$ cat config.mk
export PLATFORM = sky130hd
export DESIGN_NAME = branch_predictor
export DESIGN_NICKNAME = d
export VERILOG_FILES = /design/src/rtl/bp_pkg.sv /design/src/rtl/bp_decode_rule.sv /design/src/rtl/bp_hist_table.sv /design/src/rtl/bp_target_buffer.sv /design/src/rtl/branch_predictor.sv
export SDC_FILE = /design/constraint.sdc
export NUM_CORES = 1
export LEC_CHECK = 0
export BUFFER_PORTS_ARGS = -buffer_cell sky130_fd_sc_hd__buf_2
export CORE_MARGIN = 8
export CORE_UTILIZATION = 55
export CTS_CLUSTER_DIAMETER = 150
export DETAILED_ROUTE_END_ITERATION = 8
export PLACE_DENSITY = 0.81
export SLEW_MARGIN = 20
export SYNTH_ARGS = -nofsm -noshare
export SYNTH_HDL_FRONTEND = slang
export SYNTH_SLANG_ARGS = --single-unit
$ cat constraint.sdc
create_clock -name clk_i -period 7.5 [get_ports clk_i]
set_clock_uncertainty 0.2 [all_clocks]
set_input_delay 0.375 -clock clk_i [delete_from_list [all_inputs] [get_ports clk_i]]
set_output_delay 0.375 -clock clk_i [all_outputs]
set_load 0.02 [all_outputs]
$ cat src/rtl/bp_pkg.sv
package bp_pkg;
  typedef enum logic [1:0] {
    BP_STATIC  = 2'd0,
    BP_HISTORY = 2'd1,
    BP_TARGET  = 2'd2
  } bp_mode_e;

  // 2-bit saturating counter step
  function automatic logic [1:0] ctr_next(logic [1:0] c, logic taken);
    if (taken) return (c == 2'd3) ? c : c + 2'd1;
    else       return (c == 2'd0) ? c : c - 2'd1;
  endfunction
endpackage

$ cat src/rtl/bp_decode_rule.sv
module bp_decode_rule #(
  parameter int XLEN = 32
) (
  input  logic [XLEN-1:0] pc_i,
  input  logic            is_cond_i,
  input  logic            is_jal_i,
  input  logic [XLEN-1:0] offset_i,
  input  logic            cond_taken_i,
  output logic            redirect_o,
  output logic [XLEN-1:0] target_o
);
  always_comb begin
    redirect_o = is_jal_i | (is_cond_i & cond_taken_i);
    target_o   = redirect_o ? pc_i + offset_i : '0;
  end
endmodule

$ cat src/rtl/bp_hist_table.sv
module bp_hist_table import bp_pkg::*; #(
  parameter int XLEN  = 32,
  parameter int IDX_W = 4
) (
  input  logic            clk_i,
  input  logic            rst_ni,
  input  logic [XLEN-1:0] look_pc_i,
  output logic            ctr_taken_o,
  input  logic            upd_valid_i,
  input  logic [XLEN-1:0] upd_pc_i,
  input  logic            upd_taken_i
);
  localparam int ENTRIES = 1 << IDX_W;

  logic [1:0]       ctr_q [ENTRIES];
  logic [IDX_W-1:0] look_idx, upd_idx;
  logic [1:0]       upd_ctr;

  assign look_idx    = look_pc_i[IDX_W+1:2];
  assign upd_idx     = upd_pc_i[IDX_W+1:2];
  assign upd_ctr     = ctr_q[upd_idx];
  assign ctr_taken_o = ctr_q[look_idx][1];

  logic unused_bits;
  assign unused_bits = ^{look_pc_i[XLEN-1:IDX_W+2], look_pc_i[1:0],
                         upd_pc_i[XLEN-1:IDX_W+2], upd_pc_i[1:0]};

  always_ff @(posedge clk_i or negedge rst_ni) begin
    if (!rst_ni) begin
      for (int i = 0; i < ENTRIES; i++) ctr_q[i] <= 2'd1;
    end else if (upd_valid_i) begin
      ctr_q[upd_idx] <= ctr_next(upd_ctr, upd_taken_i);
    end
  end

  a_r4_ctr_inc: assert property (@(posedge clk_i) disable iff (!rst_ni)
    (upd_valid_i && upd_taken_i && upd_ctr != 2'd3)
      |=> ctr_q[$past(upd_idx)] == $past(upd_ctr) + 2'd1);

  a_r4_ctr_floor: assert property (@(posedge clk_i) disable iff (!rst_ni)
    (upd_valid_i && !upd_taken_i && upd_ctr == 2'd0)
      |=> ctr_q[$past(upd_idx)] == 2'd0);
endmodule

$ cat src/rtl/bp_target_buffer.sv
module bp_target_buffer import bp_pkg::*; #(
  parameter int XLEN  = 32,
  parameter int IDX_W = 4
) (
  input  logic            clk_i,
  input  logic            rst_ni,
  input  logic [XLEN-1:0] fetch_pc_i,
  output logic            taken_o,
  output logic [XLEN-1:0] target_o,
  input  logic            upd_valid_i,
  input  logic [XLEN-1:0] upd_pc_i,
  input  logic            upd_taken_i,
  input  logic [XLEN-1:0] upd_target_i
);
  localparam int ENTRIES = 1 << IDX_W;

  logic [ENTRIES-1:0] valid_q;
  logic [XLEN-1:0]    tag_q [ENTRIES];
  logic [XLEN-1:0]    tgt_q [ENTRIES];
  logic [1:0]         ctr_q [ENTRIES];

  logic [IDX_W-1:0] f_idx, u_idx;
  logic             f_hit, u_hit, alloc;

  assign f_idx = fetch_pc_i[IDX_W+1:2];
  assign u_idx = upd_pc_i[IDX_W+1:2];
  assign f_hit = valid_q[f_idx] && (tag_q[f_idx] == fetch_pc_i);
  assign u_hit = valid_q[u_idx] && (tag_q[u_idx] == upd_pc_i);
  assign alloc = upd_valid_i && upd_taken_i && !u_hit;

  assign taken_o  = f_hit && ctr_q[f_idx][1];
  assign target_o = taken_o ? tgt_q[f_idx] : '0;

  always_ff @(posedge clk_i or negedge rst_ni) begin
    if (!rst_ni)    valid_q <= '0;
    else if (alloc) valid_q[u_idx] <= 1'b1;
  end

  // payload needs no reset: gated by valid_q
  always_ff @(posedge clk_i) begin
    if (alloc) begin
      tag_q[u_idx] <= upd_pc_i;
      tgt_q[u_idx] <= upd_target_i;
      ctr_q[u_idx] <= 2'd2;
    end else if (upd_valid_i && u_hit) begin
      ctr_q[u_idx] <= ctr_next(ctr_q[u_idx], upd_taken_i);
      if (upd_taken_i) tgt_q[u_idx] <= upd_target_i;
    end
  end

  a_r7_alloc_valid: assert property (@(posedge clk_i) disable iff (!rst_ni)
    (upd_valid_i && upd_taken_i) |=> valid_q[$past(u_idx)]);

  a_r7_alloc_ctr: assert property (@(posedge clk_i) disable iff (!rst_ni)
    (upd_valid_i && upd_taken_i && !u_hit) |=> ctr_q[$past(u_idx)] == 2'd2);

  a_r8_no_alloc_nt: assert property (@(posedge clk_i) disable iff (!rst_ni)
    (upd_valid_i && !upd_taken_i && !u_hit) |=> $stable(valid_q));
endmodule

$ cat src/rtl/branch_predictor.sv
module branch_predictor import bp_pkg::*; #(
  parameter bp_mode_e MODE  = BP_TARGET,
  parameter int       XLEN  = 32,
  parameter int       IDX_W = 4
) (
  input  logic            clk_i,
  input  logic            rst_ni,
  input  logic [XLEN-1:0] fetch_pc_i,
  output logic            fetch_taken_o,
  output logic [XLEN-1:0] fetch_target_o,
  input  logic [XLEN-1:0] dec_pc_i,
  input  logic            dec_is_cond_i,
  input  logic            dec_is_jal_i,
  input  logic [XLEN-1:0] dec_offset_i,
  output logic            dec_redirect_o,
  output logic [XLEN-1:0] dec_target_o,
  input  logic            upd_valid_i,
  input  logic [XLEN-1:0] upd_pc_i,
  input  logic            upd_taken_i,
  input  logic [XLEN-1:0] upd_target_i
);
  if (MODE == BP_TARGET) begin : g_btb
    bp_target_buffer #(.XLEN(XLEN), .IDX_W(IDX_W)) u_btb (
      .clk_i        (clk_i),
      .rst_ni       (rst_ni),
      .fetch_pc_i   (fetch_pc_i),
      .taken_o      (fetch_taken_o),
      .target_o     (fetch_target_o),
      .upd_valid_i  (upd_valid_i),
      .upd_pc_i     (upd_pc_i),
      .upd_taken_i  (upd_taken_i),
      .upd_target_i (upd_target_i)
    );
    assign dec_redirect_o = 1'b0;
    assign dec_target_o   = '0;
    logic unused_dec;
    assign unused_dec = ^{dec_pc_i, dec_is_cond_i, dec_is_jal_i, dec_offset_i};
  end else begin : g_dec
    logic cond_taken;
    if (MODE == BP_HISTORY) begin : g_hist
      bp_hist_table #(.XLEN(XLEN), .IDX_W(IDX_W)) u_hist (
        .clk_i       (clk_i),
        .rst_ni      (rst_ni),
        .look_pc_i   (dec_pc_i),
        .ctr_taken_o (cond_taken),
        .upd_valid_i (upd_valid_i),
        .upd_pc_i    (upd_pc_i),
        .upd_taken_i (upd_taken_i)
      );
      logic unused_fetch;
      assign unused_fetch = ^{fetch_pc_i, upd_target_i};
    end else begin : g_static
      assign cond_taken = dec_offset_i[XLEN-1];
      logic unused_static;
      assign unused_static = ^{fetch_pc_i, upd_valid_i, upd_pc_i, upd_taken_i,
                               upd_target_i, clk_i, rst_ni};
    end
    bp_decode_rule #(.XLEN(XLEN)) u_rule (
      .pc_i         (dec_pc_i),
      .is_cond_i    (dec_is_cond_i),
      .is_jal_i     (dec_is_jal_i),
      .offset_i     (dec_offset_i),
      .cond_taken_i (cond_taken),
      .redirect_o   (dec_redirect_o),
      .target_o     (dec_target_o)
    );
    assign fetch_taken_o  = 1'b0;
    assign fetch_target_o = '0;
  end

  if (MODE == BP_STATIC) begin : g_chk_static
    a_r1_backward: assert property (@(posedge clk_i) disable iff (!rst_ni)
      (dec_is_cond_i && dec_offset_i[XLEN-1]) |-> dec_redirect_o);
  end
endmodule

After elaboration in Yosys (flattened, before gate mapping)
Memories as Yosys holds them, arrays and structs flattened.
Cells that the tools add are included.
Word-level totals
  flip-flop bits (word level): 16
  memory bits (writable): 1056
  input bits: 166
  output and inout bits: 66
  word-level logic and storage cells: 47
  memories: 3
Cells by class
  add/sub/neg operators: 2
  magnitude comparators: 3
  eq/ne operators: 3
  muxes and demuxes: 23
  bitwise operators: 3
  reduce and logical (&&, ||, !) cells: 9
Memory list
  g_btb.u_btb.tag_q: words 16, width 32, read ports 2, clocked after Yosys merged registers in 0, write ports 1, RTL line bp_target_buffer.sv:18  | logic [XLEN-1:0] tag_q [ENTRIES];
  g_btb.u_btb.tgt_q: words 16, width 32, read ports 1, clocked after Yosys merged registers in 0, write ports 1, RTL line bp_target_buffer.sv:19  | logic [XLEN-1:0] tgt_q [ENTRIES];
  g_btb.u_btb.ctr_q: words 16, width 2, read ports 2, clocked after Yosys merged registers in 0, write ports 1, RTL line bp_target_buffer.sv:20  | logic [1:0] ctr_q [ENTRIES];
Operator list (count)
  32-bit equality test: 2
  32-bit two-way mux: 2
  16-bit bitwise OR: 1
  1-bit two-way mux: 12
  2-bit two-way mux: 6
  4-bit by 5-bit < comparator with 1-bit output (second input constant): 2
  1-bit binary-select mux with 4-bit select: 2
  1-bit logical AND: 7
  1-bit demux with 4-bit select: 1
  4-bit by 1-bit >= comparator with 1-bit output (second input constant): 1
  2-bit by 1-bit adder with 2-bit output (second input constant): 1
  2-bit equality test (second input constant): 1
  2-bit zero test: 1
  1-bit bitwise OR: 2
  2-bit by 1-bit subtractor with 2-bit output (second input constant): 1
  1-bit zero test: 1

Logic depth before layout (Yosys ltp)
  word-level depth: 8
  gate-level depth with buffers: 14
  mapped depth without buffers: 8

Modules after synthesis
A second synthesis with hierarchy kept.
Unflattened totals
  cell total of the unflattened synthesis: 2272
  area total of the unflattened synthesis: 46329.4 um^2
Modules (own cells, without submodules)
  bp_target_buffer: times used 1, cells an instance 2238, area an instance 46077.9 um^2, seq. area each 32110.8 um^2
  branch_predictor: times used 1, cells an instance 34, area an instance 251.5 um^2, seq. area each 0.0 um^2

Worst setup path after synthesis
OpenSTA, ideal clock, no wires.
  path type: input to register
  start point: input port upd_pc_i[2]
  end point: memory g_btb.u_btb.tag_q[10][0] (enable)
  library setup time: 0.421 ns
  data arrival time: 3.604 ns
  required time: 6.879 ns
  setup slack: 3.275 ns
  stages on the path: 12
  path buffers: 4
  path through: buf_4 -> buf_6 -> buf_2 -> mux4_2 -> mux2i_1 -> xor2_1 -> nand3_1 -> o31ai_1 -> nand4_1 -> nor3_2 -> buf_2 -> nor2_1
On the way
  cells in the longest elaborated chain, start to end: 7
  elaborated cells between the ends (all ways): 9
  classes of those cells: eq/ne (1); mux (4); reduce/logical (3); memory (1)
RTL lines
  start: declaration: RTL line branch_predictor.sv:18  | input logic [XLEN-1:0] upd_pc_i,
  memory 16 x 32 bit or 1-bit binary-select mux with 4-bit select (tied branches)
  32-bit equality test or 1-bit two-way mux (tied branches): RTL line bp_target_buffer.sv:28  | assign u_hit = valid_q[u_idx] && (tag_q[u_idx] == upd_pc_i);
  1-bit logical AND: RTL line bp_target_buffer.sv:28
  1-bit zero test: RTL line bp_target_buffer.sv:29  | assign alloc = upd_valid_i && upd_taken_i && !u_hit;
  1-bit logical AND: RTL line bp_target_buffer.sv:29
  1-bit two-way mux: RTL line bp_target_buffer.sv:41  | if (alloc) begin
  1-bit two-way mux (not written as such): RTL line bp_target_buffer.sv:42  | tag_q[u_idx] <= upd_pc_i;
  end: declaration: RTL line bp_target_buffer.sv:18
Parallel ways exist; a longest one is shown, timed or not. The select of a mux whose other input is x is not followed.

Worst setup path in the final report
  start point: input port fetch_pc_i[2]
  end point: output port fetch_target_o[17]
On the way
  cells in the longest elaborated chain, start to end: 5
  elaborated cells between the ends (all ways): 9
  classes of those cells: eq/ne (1); mux (3); reduce/logical (2); memory (3)
RTL lines
  start: declaration: RTL line branch_predictor.sv:8  | input logic [XLEN-1:0] fetch_pc_i,
  memory 16 x 32 bit or 1-bit binary-select mux with 4-bit select (tied branches)
  32-bit equality test or 1-bit two-way mux (tied branches): RTL line bp_target_buffer.sv:27  | assign f_hit = valid_q[f_idx] && (tag_q[f_idx] == fetch_pc_i);
  1-bit logical AND: RTL line bp_target_buffer.sv:27
  1-bit logical AND: RTL line bp_target_buffer.sv:31  | assign taken_o = f_hit && ctr_q[f_idx][1];
  32-bit two-way mux *: RTL line bp_target_buffer.sv:32  | assign target_o = taken_o ? tgt_q[f_idx] : '0;
  end: declaration: RTL line branch_predictor.sv:10  | output logic [XLEN-1:0] fetch_target_o,
Every way passes the cells marked *; elsewhere a longest branch is shown, timed or not. The select of a mux whose other input is x is not followed.

==> flow_summary.html <==
<table>
<tr><th>Metric</th><th>Value</th></tr>
<tr><th colspan="2">Status</th></tr>
<tr><td>Outcome</td><td>complete, no violations</td></tr>
<tr><th colspan="2">Place</th></tr>
<tr><td>Last weighted congestion value of the routability-driven placer</td><td>approximately 0.8</td></tr>
<tr><td>HPWL Detailed</td><td>~64 mm</td></tr>
<tr><td>Port Buffer Count</td><td>between 100 and 150</td></tr>
<tr><th colspan="2">Worst setup path</th></tr>
<tr><td>Launching instance or port of the critical path</td><td>fetch_pc_i[2]</td></tr>
<tr><td>Worst-path cell chain</td><td>buf_8, buf_4, mux4_2, nor2_1, a21oi_1, a2111oi_0, a31oi_1, nor4_1, and4_1, buf_4, and2_1, buf_2</td></tr>
<tr><td>Crit path launch type</td><td>input pin</td></tr>
<tr><td>Reg-to-reg endpoint</td><td>g_btb.u_btb.tag_q[8][25]</td></tr>
<tr><td>CP Capture Type</td><td>output pin</td></tr>
<tr><td>Crit-path most repeated cell</td><td>sky130_fd_sc_hd__buf_4</td></tr>
<tr><td>Count of cells along the worst register-to-register path</td><td>9</td></tr>
<tr><td>Critical path class</td><td>input pin to output pin</td></tr>
<tr><td>Number of gates on the worst path with buffers counted</td><td>12</td></tr>
<tr><td>CP bufs+invs</td><td>4</td></tr>
<tr><td>Largest stage delay on the critical path</td><td>~0.86 ns</td></tr>
<tr><td>Worst path arrival time</td><td>about 4.7 ns</td></tr>
<tr><td>Register-to-register setup slack</td><td>3.36 ns</td></tr>
<tr><td>Worst Setup EP</td><td>fetch_target_o[17]</td></tr>
<tr><td>Family with the most delay on the worst path</td><td>buffers and inverters</td></tr>
<tr><td>Worst Path Max Fanout</td><td>slightly above 70</td></tr>
<tr><td>Startpoint of the lowest-slack register-to-register path</td><td>g_btb.u_btb.tag_q[15][12]</td></tr>
<tr><td>Required @ worst endpoint</td><td>roughly 7 ns</td></tr>
<tr><td>Crit-path slowest cell</td><td>sky130_fd_sc_hd__buf_4</td></tr>
<tr><th colspan="2">Power</th></tr>
<tr><td>Power per cell area</td><td>between 200 and 250 nW/um2</td></tr>
<tr><td>VDD IR-drop max</td><td>0.303 mV</td></tr>
<tr><td>Final total power</td><td>around 12,000 uW</td></tr>
<tr><td>Leakage power</td><td>~0.017 uW</td></tr>
<tr><th colspan="2">Clock network</th></tr>
<tr><td>Buffer depth of the longest clock path</td><td>3</td></tr>
<tr><td>Clock-pin slew on the worst setup and hold paths</td><td>about 0.06 ns</td></tr>
<tr><td>CTS H-tree depth</td><td>3</td></tr>
<tr><td>CTS Root Cell</td><td>sky130_fd_sc_hd__clkbuf_16</td></tr>
<tr><td>Clock latency of the later-clocked register in the worst-skew pair</td><td>0.66 ns</td></tr>
<tr><td>CTS tree</td><td>done</td></tr>
<tr><td>Clock buffers created by TritonCTS</td><td>between 100 and 150</td></tr>
<tr><td>Resize count post-CTS</td><td>0</td></tr>
<tr><td>Clock tree sinks</td><td>1,072</td></tr>
<tr><th colspan="2">Synth</th></tr>
<tr><td>FFs w/ async S/R, synth</td><td>1.49%</td></tr>
<tr><td>Number of flops mapped to enable cells by yosys</td><td>1,056</td></tr>
<tr><td>Mean instance size in the synthesized netlist</td><td>roughly 21 um2</td></tr>
<tr><td>Register area share after synthesis</td><td>69.1%</td></tr>
<tr><td>Mapped cell area</td><td>~46,000 um2</td></tr>
<tr><td>Count of state elements after synthesis</td><td>1,072</td></tr>
<tr><td>Most used DFF post-synth</td><td>sky130_fd_sc_hd__edfxtp_1</td></tr>
<tr><td>Cell count after synthesis</td><td>approximately 2.2k</td></tr>
<tr><td>Warnings from Yosys</td><td>0</td></tr>
<tr><td>Number of different library cells in the post-synthesis netlist</td><td>60</td></tr>
<tr><th colspan="2">Cells and area</th></tr>
<tr><td>Count of nets after finishing</td><td>between 2k and 3k</td></tr>
<tr><td>Final core utilization</td><td>between 60% and 70%</td></tr>
<tr><td>Layout cells sized above 1</td><td>a little under a third</td></tr>
<tr><td>Area added between synthesis and finish</td><td>11.9%</td></tr>
<tr><td>Sequential cell area</td><td>between 30,000 and 40,000 um2</td></tr>
<tr><td>Area taken by multi-input logic gates</td><td>13,500 um2</td></tr>
<tr><td>Fill cell total of the finished layout</td><td>around 5.5k</td></tr>
<tr><th colspan="2">Floorplan</th></tr>
<tr><td>Top-Level Pins</td><td>232</td></tr>
<tr><td>Area inside the core boundary</td><td>between 80,000 and 90,000 um2</td></tr>
<tr><td>Die H</td><td>307 um</td></tr>
<tr><td>Die W</td><td>307 um</td></tr>
<tr><td>Area of the die</td><td>around 94,000 um2</td></tr>
<tr><td>Number of rows in the core area</td><td>between 100 and 150</td></tr>
<tr><td>Initial cell density of the core</td><td>55.5%</td></tr>
<tr><th colspan="2">Global route</th></tr>
<tr><td>First-pass GRT wire length</td><td>172 mm</td></tr>
<tr><td>Initial antenna violation count</td><td>7</td></tr>
<tr><td>Remaining Overflow, GRT</td><td>0</td></tr>
<tr><td>Number of global-route vias before repair</td><td>between 20k and 30k</td></tr>
<tr><td>Maximum number of pins on one net before global-route repair</td><td>a little over 100</td></tr>
<tr><td>Overall routing resource usage</td><td>roughly 25%</td></tr>
<tr><th colspan="2">Detailed routing</th></tr>
<tr><td>Vias per Instance</td><td>6.64</td></tr>
<tr><td>Routed length on met1</td><td>40.5 mm</td></tr>
<tr><td>Met3 wire length</td><td>between 10 and 15 mm</td></tr>
<tr><td>Number of DRC markers after the initial detailed-route iteration</td><td>about 3.2k</td></tr>
<tr><td>WL per Instance</td><td>32.1 um</td></tr>
<tr><td>Count of TritonRoute iterations in the first routing pass</td><td>5</td></tr>
<tr><td>Count of unresolved DRC violations after routing</td><td>0</td></tr>
<tr><td>Total detailed-routing wirelength</td><td>118 mm</td></tr>
<tr><td>Count of vias placed by the detailed router</td><td>roughly 24k</td></tr>
<tr><td>DR top layer</td><td>met5</td></tr>
<tr><td>Metal2 WL</td><td>about 60 mm</td></tr>
<tr><td>Remaining number of nets flagged by the antenna check after routing</td><td>0</td></tr>
<tr><th colspan="2">Timing</th></tr>
<tr><td>Minimum clock period after layout</td><td>~5.3 ns</td></tr>
<tr><td>Pins over their slew limit</td><td>0</td></tr>
<tr><td>Max_slew headroom</td><td>~28%</td></tr>
<tr><td>Fmax achieved</td><td>190 MHz</td></tr>
<tr><td>Number of hold-slack violations in the final timing report</td><td>0</td></tr>
<tr><td>RSZ-0062 raised after global routing</td><td>false</td></tr>
<tr><td>Slew at the pin closest to its max-slew limit</td><td>1.08 ns</td></tr>
<tr><td>Final setup violation count</td><td>0</td></tr>
<tr><td>Final setup TNS</td><td>0 ns</td></tr>
<tr><td>Portion of the clock cycle consumed by the worst path in the final layout</td><td>a little over two thirds</td></tr>
<tr><th colspan="2">Flow run</th></tr>
<tr><td>Number of max-cap violations</td><td>0</td></tr>
<tr><th colspan="2">Min path</th></tr>
<tr><td>Kind of path behind the tightest hold check</td><td>input pin to async pin</td></tr>
</table>
## synthesized netlist by cell type (all sizes together) (5+ instances only)
library cell  instances  area, um2
a21oi                17       85.1
a221oi                7       61.3
a22oi                17        128
a31oi                 7       43.8
and2                 34        213
buf                 125        812
clkbuf               50        188
dfrtp                16        400
edfxtp             1056      31700
inv                  31        116
mux2                 26        293
mux2i                91        911
mux4                409       9210
nand2                41        154
nand2b               11       68.8
nand3                14       70.1
nand4                11       68.8
nor2                 46        173
nor2b                 7       43.8
nor3                  9       50.1
nor3b                 6       45.0
nor4                  6       37.5
o2111a               16        180
o211ai                8       60.1
o21ai                17       85.1
o21bai               16        120
o22ai                20        125
o2bb2ai               5       43.8
xnor2                46        403
xor2                 18        158
## worst reg2reg max path, stage by stage, from the launching register on
cell and delay (ns):
sky130_fd_sc_hd__edfxtp_1 0.41, sky130_fd_sc_hd__mux4_2 0.53, sky130_fd_sc_hd__o22ai_1 0.24, sky130_fd_sc_hd__a21oi_1 0.14
sky130_fd_sc_hd__a31oi_1 0.54, sky130_fd_sc_hd__a2111o_1 0.25, sky130_fd_sc_hd__nor3_4 0.05, sky130_fd_sc_hd__buf_12 0.22
sky130_fd_sc_hd__nor2_4 0.57, sky130_fd_sc_hd__buf_4 0.60
## cells in the final DEF, fill, tap and decap left out, drive strengths merged, types with 9 or more instances in the layout
| cell | instances |
|---|---|
| nor3 | 9 |
| nor2 | 46 |
| a22oi | 17 |
| mux2i | 91 |
| dlygate4sd3 | 62 |
| nand3 | 14 |
| nand2 | 41 |
| xor2 | 18 |
| o22ai | 20 |
| conb | 33 |
| o2111a | 16 |
| o21bai | 16 |
| xnor2 | 46 |
| clkinv | 58 |
| clkbuf | 135 |
| inv | 19 |
| nand2b | 11 |
| mux4 | 409 |
| a21oi | 17 |
| o21ai | 17 |
| nand4 | 11 |
| mux2 | 26 |
| edfxtp | 1056 |
| dfrtp | 16 |
| buf | 190 |
| and2 | 34 |
## power breakdown
| group | internal, uW | leakage, uW | switching [uW] |
|---|---|---|---|
| clock | 2660 | 0.00148 | 2160 |
| sequential | 6670 | 0.00971 | 41.5 |
| combinational | 404 | 0.00560 | 520 |
| total | 9730 | 0.0168 | 2720 |
## cell families after synthesis
| group | synth area share (%) |
|---|---|
| multiplexers | 22.4 |
| XOR/XNOR | 1.21 |
| AND/OR/NAND/NOR | 2.12 |
| buffers and inverters | 2.40 |
| other | 0.00807 |
| flip-flops | 69.1 |
| AO/OA/AOI/OAI | 2.71 |
| adder cells (fa/ha/maj) | 0.0215 |
## state kept, by name, summed over array words and instances (netlist names)
register and count:
g_btb.u_btb.ctr_q 32, g_btb.u_btb.tag_q 512, g_btb.u_btb.tgt_q 512, g_btb.u_btb.valid_q 16
## layout make-up
class | instances | area share [%]
clock buffer | 134 | 5.18
tap | 1134 | 2.73
multi-input combinational | 984 | 25.9
clock inverter | 51 | 0.672
sequential | 1072 | 61.8
timing repair buffer | 253 | 3.47
antenna | 4 | 0.0193
inverter | 31 | 0.224
## worst min-delay path by stage
stage,depth (start not counted),endpoint
floorplan,0,g_btb.u_btb.valid_q[0]
global placement,1,g_btb.u_btb.valid_q[11]
detailed placement,1,g_btb.u_btb.valid_q[10]
CTS,1,g_btb.u_btb.tag_q[1][5]
global route,1,g_btb.u_btb.tag_q[1][5]
finish,2,g_btb.u_btb.valid_q[9]
## metal layers
layer / vias to the layer above / global-route usage (%)
li1: 9843 / -
met1: 12600 / 31.2
met2: 1535 / 42.1
met3: 333 / 5.42
met4: 6 / 11.3
met5: - / 0
## what timing repair did
action,in CTS,in global routing
hold buffers,62,0
hold endpoints to repair,977,0
setup buffers,0,0
## per-stage QoR
step	cell area [um2]	hold slack, ns	cells	worst slack, ns
2_1_floorplan	46600	-0.121	2262	3.27
3_3_place_gp	48300	0.109	3411	2.19
3_5_place_dp	48300	0.123	3411	2.06
4_1_cts	52000	0.0383	3658	2.09
5_1_grt	52000	0.0577	3660	1.76
6_report	52000	0.0817	3663	2.25
Note: power is estimated with default switching activity, not from simulation.
